File: src/rtl/dbgpin_abort_pkg.sv
package dbgpin_abort_pkg;

  typedef enum logic [1:0] {
    CLS_OTHER = 2'd0,
    CLS_READ  = 2'd1,
    CLS_WRITE = 2'd2,
    CLS_RUN   = 2'd3
  } cmd_class_e;

  typedef enum logic [1:0] {
    ST_IDLE = 2'd0,
    ST_PEND = 2'd1,
    ST_ACKL = 2'd2,
    ST_SPDH = 2'd3
  } ack_state_e;

endpackage

File: src/rtl/dbgpin_lowtimer.sv
module dbgpin_lowtimer #(
  parameter int SYNC_LEN  = 128,
  parameter int ABORT_MIN = 4,
  parameter int STAGES    = 2,
  localparam int CW = $clog2(SYNC_LEN + 1)
) (
  input  logic clk,
  input  logic rst_n,
  input  logic pin_i,
  input  logic guard_i,
  output logic abort_evt_o,
  output logic sync_evt_o
);

  localparam logic [CW-1:0] SAT     = CW'(SYNC_LEN);
  localparam logic [CW-1:0] ABT_HIT = CW'(ABORT_MIN - 1);

  logic [STAGES-1:0] sync_q;
  logic              pin_s;
  logic [CW-1:0]     low_cnt;

  // metastability chain; pin idles high through the pull-up
  generate
    if (STAGES == 1) begin : g_one
      always_ff @(posedge clk or negedge rst_n) begin
        if (!rst_n) sync_q <= '1;
        else        sync_q <= pin_i;
      end
    end else begin : g_chain
      always_ff @(posedge clk or negedge rst_n) begin
        if (!rst_n) sync_q <= '1;
        else        sync_q <= {sync_q[STAGES-2:0], pin_i};
      end
    end
  endgenerate

  assign pin_s = sync_q[STAGES-1];

  // counts low cycles of the synchronized pin, saturating at SYNC_LEN
  always_ff @(posedge clk or negedge rst_n) begin
    if (!rst_n) begin
      low_cnt <= '0;
    end else if (guard_i || pin_s) begin
      low_cnt <= '0;
    end else if (low_cnt != SAT) begin
      low_cnt <= low_cnt + 1'b1;
    end
  end

  assign abort_evt_o = !guard_i && !pin_s && (low_cnt == ABT_HIT);
  assign sync_evt_o  = !guard_i && pin_s && (low_cnt == SAT);

  a_r6_cnt_saturates: assert property (@(posedge clk) disable iff (!rst_n)
    low_cnt <= SAT);
  a_r6_sat_holds: assert property (@(posedge clk) disable iff (!rst_n)
    (low_cnt == SAT && !pin_s && !guard_i) |=> (low_cnt == SAT));
  a_r10_abort_evt_once: assert property (@(posedge clk) disable iff (!rst_n)
    abort_evt_o |=> !abort_evt_o);

endmodule

File: src/rtl/dbgpin_ackctl.sv
module dbgpin_ackctl
  import dbgpin_abort_pkg::*;
#(
  parameter int ACK_LEN   = 16,
  parameter int GUARD_LEN = 3,
  localparam int AW = $clog2(ACK_LEN + 1),
  localparam int GW = $clog2(GUARD_LEN + 1)
) (
  input  logic       clk,
  input  logic       rst_n,
  input  logic       abort_evt_i,
  input  logic       sync_evt_i,
  input  logic       cmd_pend_i,
  input  logic       cmd_done_i,
  input  logic       stop_i,
  input  logic [1:0] cmd_class_i,
  input  logic       acc_busy_i,
  output logic       pin_low_o,
  output logic       pin_high_o,
  output logic       abort_o,
  output logic       cancel_o,
  output logic       sync_req_o,
  output logic       guard_o
);

  ack_state_e    state_q;
  cmd_class_e    cls_q;
  logic [AW-1:0] ack_cnt;
  logic [GW-1:0] guard_cnt;
  logic          driving;
  logic          killable;

  assign driving  = (state_q == ST_ACKL) || (state_q == ST_SPDH);
  assign killable = (cls_q != CLS_RUN) && !acc_busy_i;

  always_ff @(posedge clk or negedge rst_n) begin
    if (!rst_n) begin
      state_q <= ST_IDLE;
      cls_q   <= CLS_OTHER;
      ack_cnt <= '0;
    end else begin
      unique case (state_q)
        ST_IDLE: if (cmd_pend_i) begin
          state_q <= ST_PEND;
          cls_q   <= cmd_class_e'(cmd_class_i);
        end
        ST_PEND: begin
          if (abort_evt_i || stop_i) begin
            state_q <= ST_IDLE;
          end else if (cmd_done_i) begin
            state_q <= ST_ACKL;
            ack_cnt <= AW'(ACK_LEN - 1);
          end
        end
        ST_ACKL: begin
          if (ack_cnt == '0) state_q <= ST_SPDH;
          else               ack_cnt <= ack_cnt - 1'b1;
        end
        ST_SPDH: state_q <= ST_IDLE;
        default: state_q <= ST_IDLE;
      endcase
    end
  end

  // settling window after own drive, covering synchronizer latency
  always_ff @(posedge clk or negedge rst_n) begin
    if (!rst_n)               guard_cnt <= '0;
    else if (driving)         guard_cnt <= GW'(GUARD_LEN);
    else if (guard_cnt != '0) guard_cnt <= guard_cnt - 1'b1;
  end

  always_ff @(posedge clk or negedge rst_n) begin
    if (!rst_n) begin
      abort_o    <= 1'b0;
      cancel_o   <= 1'b0;
      sync_req_o <= 1'b0;
    end else begin
      abort_o    <= (state_q == ST_PEND) && abort_evt_i;
      cancel_o   <= (state_q == ST_PEND) && abort_evt_i && killable;
      sync_req_o <= sync_evt_i;
    end
  end

  assign pin_low_o  = (state_q == ST_ACKL);
  assign pin_high_o = (state_q == ST_SPDH);
  assign guard_o    = driving || (guard_cnt != '0);

  a_r2_drive_excl: assert property (@(posedge clk) disable iff (!rst_n)
    !(pin_low_o && pin_high_o));
  a_r2_speedup_after_low: assert property (@(posedge clk) disable iff (!rst_n)
    $rose(pin_high_o) |-> $past(pin_low_o));
  a_r2_speedup_one: assert property (@(posedge clk) disable iff (!rst_n)
    pin_high_o |=> !pin_high_o && !pin_low_o);
  a_r3_ack_needs_done: assert property (@(posedge clk) disable iff (!rst_n)
    $rose(pin_low_o) |-> $past(cmd_done_i));
  a_r7_cancel_with_abort: assert property (@(posedge clk) disable iff (!rst_n)
    cancel_o |-> abort_o);
  a_r10_abort_one: assert property (@(posedge clk) disable iff (!rst_n)
    abort_o |=> !abort_o);
  a_r10_sync_one: assert property (@(posedge clk) disable iff (!rst_n)
    sync_req_o |=> !sync_req_o);
  a_r9_no_abort_while_driving: assert property (@(posedge clk) disable iff (!rst_n)
    driving |=> !abort_o && !sync_req_o);

endmodule

File: src/rtl/dbgpin_abort.sv
module dbgpin_abort #(
  parameter int SYNC_LEN  = 128,
  parameter int ABORT_MIN = 4,
  parameter int ACK_LEN   = 16,
  parameter int GUARD_LEN = 3,
  parameter int STAGES    = 2
) (
  input  logic       clk,
  input  logic       rst_n,
  input  logic       pin_i,
  input  logic       cmd_pend_i,
  input  logic       cmd_done_i,
  input  logic       stop_i,
  input  logic [1:0] cmd_class_i,
  input  logic       acc_busy_i,
  output logic       pin_low_o,
  output logic       pin_high_o,
  output logic       abort_o,
  output logic       cancel_o,
  output logic       sync_req_o
);

  logic abort_evt;
  logic sync_evt;
  logic guard;

  dbgpin_lowtimer #(
    .SYNC_LEN (SYNC_LEN),
    .ABORT_MIN(ABORT_MIN),
    .STAGES   (STAGES)
  ) u_timer (
    .clk        (clk),
    .rst_n      (rst_n),
    .pin_i      (pin_i),
    .guard_i    (guard),
    .abort_evt_o(abort_evt),
    .sync_evt_o (sync_evt)
  );

  dbgpin_ackctl #(
    .ACK_LEN  (ACK_LEN),
    .GUARD_LEN(GUARD_LEN)
  ) u_ctl (
    .clk        (clk),
    .rst_n      (rst_n),
    .abort_evt_i(abort_evt),
    .sync_evt_i (sync_evt),
    .cmd_pend_i (cmd_pend_i),
    .cmd_done_i (cmd_done_i),
    .stop_i     (stop_i),
    .cmd_class_i(cmd_class_i),
    .acc_busy_i (acc_busy_i),
    .pin_low_o  (pin_low_o),
    .pin_high_o (pin_high_o),
    .abort_o    (abort_o),
    .cancel_o   (cancel_o),
    .sync_req_o (sync_req_o),
    .guard_o    (guard)
  );

endmodule

File: config.mk
export PLATFORM = sky130hd
export DESIGN_NAME = dbgpin_abort
export DESIGN_NICKNAME = d
export VERILOG_FILES = /design/src/rtl/dbgpin_abort_pkg.sv /design/src/rtl/dbgpin_lowtimer.sv /design/src/rtl/dbgpin_ackctl.sv /design/src/rtl/dbgpin_abort.sv
export SDC_FILE = /design/constraint.sdc
export NUM_CORES = 1
export LEC_CHECK = 0
export BUFFER_PORTS_ARGS = -buffer_cell sky130_fd_sc_hd__buf_4
export CAP_MARGIN = 5
export CORE_UTILIZATION = 55
export CTS_CLUSTER_SIZE = 25
export DETAILED_ROUTE_END_ITERATION = 6
export PLACE_DENSITY = 0.76
export SETUP_SLACK_MARGIN = 0.4
export SLEW_MARGIN = 0
export SYNTH_ARGS = -nofsm -noshare
export SYNTH_HDL_FRONTEND = slang
export SYNTH_SLANG_ARGS = --single-unit
File: constraint.sdc
create_clock -name clk -period 2.44 [get_ports clk]
set_clock_uncertainty 0.2 [all_clocks]
set_input_delay 0.122 -clock clk [delete_from_list [all_inputs] [get_ports clk]]
set_output_delay 0.122 -clock clk [all_outputs]
set_load 0.05 [all_outputs]
# Word-level counts from Yosys, hierarchy flattened
# Cells that the tools add are included.
# W data, S select, Z words.
dict set report word_totals {
  register_bits 24
  inputBits 9
}
dict set report op_classes {
  n_reduce_logical 23
  addsub 3
  muxes 13
  n_eq_ne 13
}
# cell n
set op_table {}
lappend op_table {{$mux W8} 2}
lappend op_table {{$mux W5} 3}
lappend op_table {{$mux W2} 6}
lappend op_table {{$ne A2 B2 Y1 const B} 5}
lappend op_table {{$pmux W5 S2} 1}
lappend op_table {{$add A8 B1 Y8 const B} 1}
lappend op_table {{$eq A8 B2 Y1 const B} 1}
lappend op_table {{$eq A8 B8 Y1 const B} 1}
lappend op_table {{$ne A8 B8 Y1 const B} 1}
lappend op_table {{$pmux W2 S4} 1}
lappend op_table {{$reduce_bool A2 Y1} 4}
lappend op_table {{$logic_and A1 B1 Y1} 7}
lappend op_table {{$logic_not A5 Y1} 1}
lappend op_table {{$sub A5 B1 Y5 const B} 1}
lappend op_table {{$eq A2 B2 Y1 const B} 2}
lappend op_table {{$logic_or A1 B1 Y1} 4}
lappend op_table {{$reduce_and A4 Y1} 1}
lappend op_table {{$logic_not A1 Y1} 3}
lappend op_table {{$ne A3 B2 Y1 const B} 1}
lappend op_table {{$reduce_and A3 Y1} 1}
lappend op_table {{$eq A2 B1 Y1 const B} 1}
lappend op_table {{$logic_not A2 Y1} 1}
lappend op_table {{$ne A2 B1 Y1 const B} 1}
lappend op_table {{$reduce_and A2 Y1} 1}
lappend op_table {{$sub A2 B1 Y2 const B} 1}

# Depth between registers and ports, before layout
dict set report logic_depth {
  ltp_word 9
  depth_mapped 7
  mapped_depth_nobuf 6
}

# Cells and area by module
# A second synthesis with hierarchy kept.
dict set report hier_totals {
  hier_cells 111
  area_unflattened_um2 1178.6
}
# module n_inst cells_per_inst area_each_um2
set modules_own_cells {}
lappend modules_own_cells {dbgpin_ackctl 1 59 668.1}
lappend modules_own_cells {dbgpin_lowtimer 1 52 510.5}

# Worst setup path before layout
# No wires, ideal clock.
dict set report synth_path {
  kind {reg-to-reg}
  start {register u_ctl.guard_cnt[0]}
  end {register u_ctl.ack_cnt[2]}
  slack_ns 0.175
  t_arrival_ns 1.890
  stages_incl_launch_ff 8
  cell_sequence {dfrtp_1 > inv_1 > ha_1 > or3b_1 > buf_6 > o41a_1 > o22a_4 > a2bb2oi_1}
}
dict set report synth_between {
  elab_chain_cells 8
}
# element line
set synth_rtl {}
lappend synth_rtl {{start: declaration} dbgpin_ackctl.sv:29} ;# logic [GW-1:0] guard_cnt;
lappend synth_rtl {{start signal: assignment} dbgpin_ackctl.sv:68} ;# else if (driving) guard_cnt <= GW'(GUARD_LEN);
lappend synth_rtl {{start signal: assignment} dbgpin_ackctl.sv:69} ;# else if (guard_cnt != '0) guard_cnt <= guard_cnt - 1'b1;
lappend synth_rtl {{$reduce_bool A2 Y1} dbgpin_ackctl.sv:86} ;# assign guard_o = driving || (guard_cnt != '0);
lappend synth_rtl {{$logic_or A1 B1 Y1} dbgpin_ackctl.sv:86}
lappend synth_rtl {{$logic_not A1 Y1} dbgpin_lowtimer.sv:50} ;# assign abort_evt_o = !guard_i && !pin_s && (low_cnt == ABT_HIT);
lappend synth_rtl {{$logic_and A1 B1 Y1 (2 in series)} dbgpin_lowtimer.sv:50}
lappend synth_rtl {{$logic_or A1 B1 Y1} dbgpin_ackctl.sv:48} ;# if (abort_evt_i || stop_i) begin
lappend synth_rtl {{$ne A2 B2 Y1 (no source line)} n/a}
lappend synth_rtl {{$reduce_and A4 Y1 (no source line)} n/a}
lappend synth_rtl {{end signal: assignment} dbgpin_ackctl.sv:52} ;# ack_cnt <= AW'(ACK_LEN - 1);
lappend synth_rtl {{end signal: assignment} dbgpin_ackctl.sv:57} ;# else ack_cnt <= ack_cnt - 1'b1;
lappend synth_rtl {{end: declaration} dbgpin_ackctl.sv:28} ;# logic [AW-1:0] ack_cnt;
# Every way passes these cells.
# A chain may end at the register's enable or synchronous reset.

# Worst setup path in the final report
dict set report layout_path {
  start {register u_timer.low_cnt[4]}
  end {register u_ctl.ack_cnt[0]}
}
dict set report layout_between {
  elab_chain_cells 5
}
# element line
set layout_rtl {}
lappend layout_rtl {{start: declaration} dbgpin_lowtimer.sv:20} ;# logic [CW-1:0] low_cnt;
lappend layout_rtl {{start signal: assignment} dbgpin_lowtimer.sv:46} ;# low_cnt <= low_cnt + 1'b1;
lappend layout_rtl {{$eq A8 B2 Y1} dbgpin_lowtimer.sv:50}
lappend layout_rtl {{$logic_and A1 B1 Y1} dbgpin_lowtimer.sv:50}
lappend layout_rtl {{$logic_or A1 B1 Y1} dbgpin_ackctl.sv:48}
lappend layout_rtl {{$ne A2 B2 Y1 (no source line)} n/a}
lappend layout_rtl {{$reduce_and A4 Y1 (no source line)} n/a}
# Every way passes these cells.

==> run_results.csv <==
group,metric,value,unit
die,core-area,1960,µm²
finish,design_area,1430,µm²
route,routedWlPerCell,13.2,µm
sta,max_slew_margin,77.4,%
worst_setup_path,startpoint,"u_timer.low_cnt[4]$_DFFE_PN0P_",
sta,tightestPinTransition,0.339,ns
power_and_ir_drop,comb_power_share,38.6,%
route,first_pass_iters,4,
finish,layout-area-overhead-vs-synth,24.1,%
global_route,overflow,0,
route,final_antenna_net_count,0,
route,wirelength,2.04,mm
synth,synth_cells,101,
power_and_ir_drop,p_sw_share,35.1,%
worst_setup_path,worstPathRequired,2.45,ns
placed_design,numPortBuffers,13,
global_route,antenna_found_initial,0,
power_and_ir_drop,total_power,1200,µW
clocking,cts_tree,"yes",
synth,synth_compound_gate_area_share,10.7,%
power_and_ir_drop,power.density,840,nW/µm²
sta,setup_tns,0,ns
die,std_cell_rows,16,
global_route,gr-usage-all-layers,20.8,%
finish,diodes,0,
clocking,clock_latency,0.30,ns
synth,synthAdderAreaFrac,4.35,%
synth,synth_mux_area_share,2.83,%
synth,netlist-cell-type-count,35,
power_and_ir_drop,netSwitchingPower,421,µW
die,boundaryPins,14,
worst_setup_path,crit_type,"reg2reg",
sta,finalCritPeriodShare,87.0,%
synth,yosys_most_used_dff,"dfrtp_1",
placed_design,place_hpwl,1.37,mm
route,drc_errors,0,
clocking,htree_levels,1,
sta,rsz0062_at_grt,"true",
worst_setup_path,path_max_fanout,5,
clocking,cts_made_buffers,3,
sta,drv_slew,0,
power_and_ir_drop,ir_drop,0.000539,V
synth,synth_top_family_by_area,"simple AND/OR/NAND/NOR gates",
die,fp.dieH,47.8,µm
clocking,clock_sinks,24,
clocking,cts_root_buffer,"clkbuf_4",
synth,synth_xor_area_share,6.85,%
synth,yosysSeqAreaShare,52.4,%
finish,final_cell_count_no_fill,155,
clocking,cts_max_path_buffers,2,
synth,syn-num-nets,114,
die,initial_core_util,58.7,%
placed_design,dp_cells,140,
power_and_ir_drop,clock_power_share,14.5,%
status,status,"completed",
route,vias,818,
power_and_ir_drop,p_leak,0.000664,µW
synth,synth_edf_count,0,
min_path,hp-class,"in2async",
finish,drive_gt1_share,28.1,%
placed_design,placed_area,1280,µm²
finish,final_cell_mix,"dfrtp_1, buf_4, nor2_1",
synth,ys_async_sr_fraction,100,%
placed_design,gp_congestion,0.814,
sta,hold_viol,0,
power_and_ir_drop,seqPwrFrac,47.0,%
global_route,grt_max_degree,25,
sta,fin_hold_ws,0.0263,ns
sta,setup_viol,0,
global_route,grt_pass1_vias,776,
die,die_x,47.8,µm
worst_setup_path,endpoint_kind,"flop",
synth,ys_ff_latch,24,
power_and_ir_drop,power.internal,779,µW
route,drt_iter0_markers,21,
synth,netlist_area,1150,µm²
finish,final_common_cell,"dfrtp_1",
worst_setup_path,reg2reg_from,"u_timer.low_cnt[4]$_DFFE_PN0P_",
clocking,clk_pin_slew,0.13,ns
die,dieArea,2280,µm²
route,via_per_inst,5.28,
global_route,grt_pass1_wl,3.17,mm
worst_setup_path,worstSetupStartpointType,"flop",
synth,synth-simple-area-share,18.7,%
sta,finalCriticalPeriod,2.12,ns
synth,ys_warn_count,0,
worst_setup_path,crit_arrival,2.13,ns
run,cap_violations,0,
finish,fin_nets,142,
synth,synth.avg_cell_area,11.4,µm²
sta,max_clock_freq,471,MHz
==> metal layers <==
layer | vias to the layer above | global-route usage (%) | wire [µm]
met4 | 0 | 7.22 | 13
met1 | 399 | 26.7 | 989
li1 | 403 | - | -
met3 | 2 | 4.53 | 50
met5 | - | 0 | 0
met2 | 14 | 34.6 | 989
==> what timing repair did <==
action | 4_1_cts | 5_1_grt
gates cloned | 0 | 0
endpoints found under the setup margin | 8 | 11
resized for setup | 1 | 2
buffers inserted | 3 | 1
endpoints found under the hold margin | 30 | 0
pin swaps | 1 | 4
hold buffers | 7 | 0
==> worst max-delay path, cell delays in order (launching register included) <==
cell,delay (ns)
dfrtp_1,0.43
or4_4,0.54
o41a_1,0.45
o22a_4,0.23
a21o_1,0.17
==> sequential cells by signal (all words and copies together) (netlist names), named ones only <==
| signal | flops |
|---|---|
| u_timer.low_cnt | 8 |
| u_ctl.cls_q | 2 |
| u_ctl.sync_req_o | 1 |
| u_ctl.ack_cnt | 5 |
| u_ctl.state_q | 1 |
| u_timer.sync_q | 2 |
| u_ctl.guard_cnt | 2 |
| u_ctl.cancel_o | 1 |
| u_ctl.abort_o | 1 |
==> cell families after synthesis <==
family / count (synthesis)
xor+xnor: 9
buf+inv: 9
compound gates: 14
mux: 3
simple gates: 38
fa+ha+maj: 4
flops: 24
==> cells in the mapped netlist (2+ instances only) <==
library cell  count  area share [%]
nand2b_1          5             2.7
a21oi_1           2            0.87
nor2_1           10             3.3
nand2_1           2            0.65
xnor2_1           3             2.3
ha_1              4             4.3
a21o_1            2             1.3
dfstp_2           2             4.6
dfrtp_1          22              48
xor2_1            6             4.6
a2bb2oi_1         3             2.3
buf_6             2             2.0
and3_1            2             1.1
inv_1             7             2.3
and2_1            3             1.6
nor3_1            2            0.87
nand3_1           5             2.2
mux2_2            2             2.0
==> cell type report <==
class,count,area [µm²]
multi-input cells,68,534
inverters,7,26.3
clock buffers,4,26.3
well taps,27,33.8
repair buffers,25,205
fillers,149,533
flip-flops and latches,24,603
==> power groups by stage <==
stage	logic [µW]	clock network, µW	registers, µW
after global routing	512	195	577
final	462	174	563
after floorplan	393	0	538
after global placement	431	0	561
after detailed placement	446	0	568
after CTS	459	179	560
==> path summary, 6_finish.rpt <==
| check | endpoint | slack [ns] | cells past startpoint |
|---|---|---|---|
| min in group clk | u_ctl.state_q[0]$_DFFE_PN0P_ | 0.15 | 6 |
| worst min register to register | u_timer.sync_q[1]$_DFF_PN1_ | 0.17 | 0 |
| worst min-delay path | u_timer.low_cnt[5]$_DFFE_PN0P_ | 0.03 | 2 |
| worst max-delay path | u_ctl.ack_cnt[0]$_DFFE_PN0P_ | 0.32 | 4 |
| max in group asynchronous | u_timer.sync_q[0]$_DFF_PN1_ | 1.72 | 2 |
| worst max register to register | u_ctl.ack_cnt[0]$_DFFE_PN0P_ | 0.32 | 4 |
==> metrics by stage <==
stage | util (%) | setup WS (ns)
after floorplan | - | 0.338
after global placement | 65.4 | 0.357
after detailed placement | 65.4 | 0.310
after CTS | 71.7 | 0.349
after global routing | 72.8 | 0.285
final | 72.8 | 0.318
Note: power is estimated with default switching activity, not from simulation.
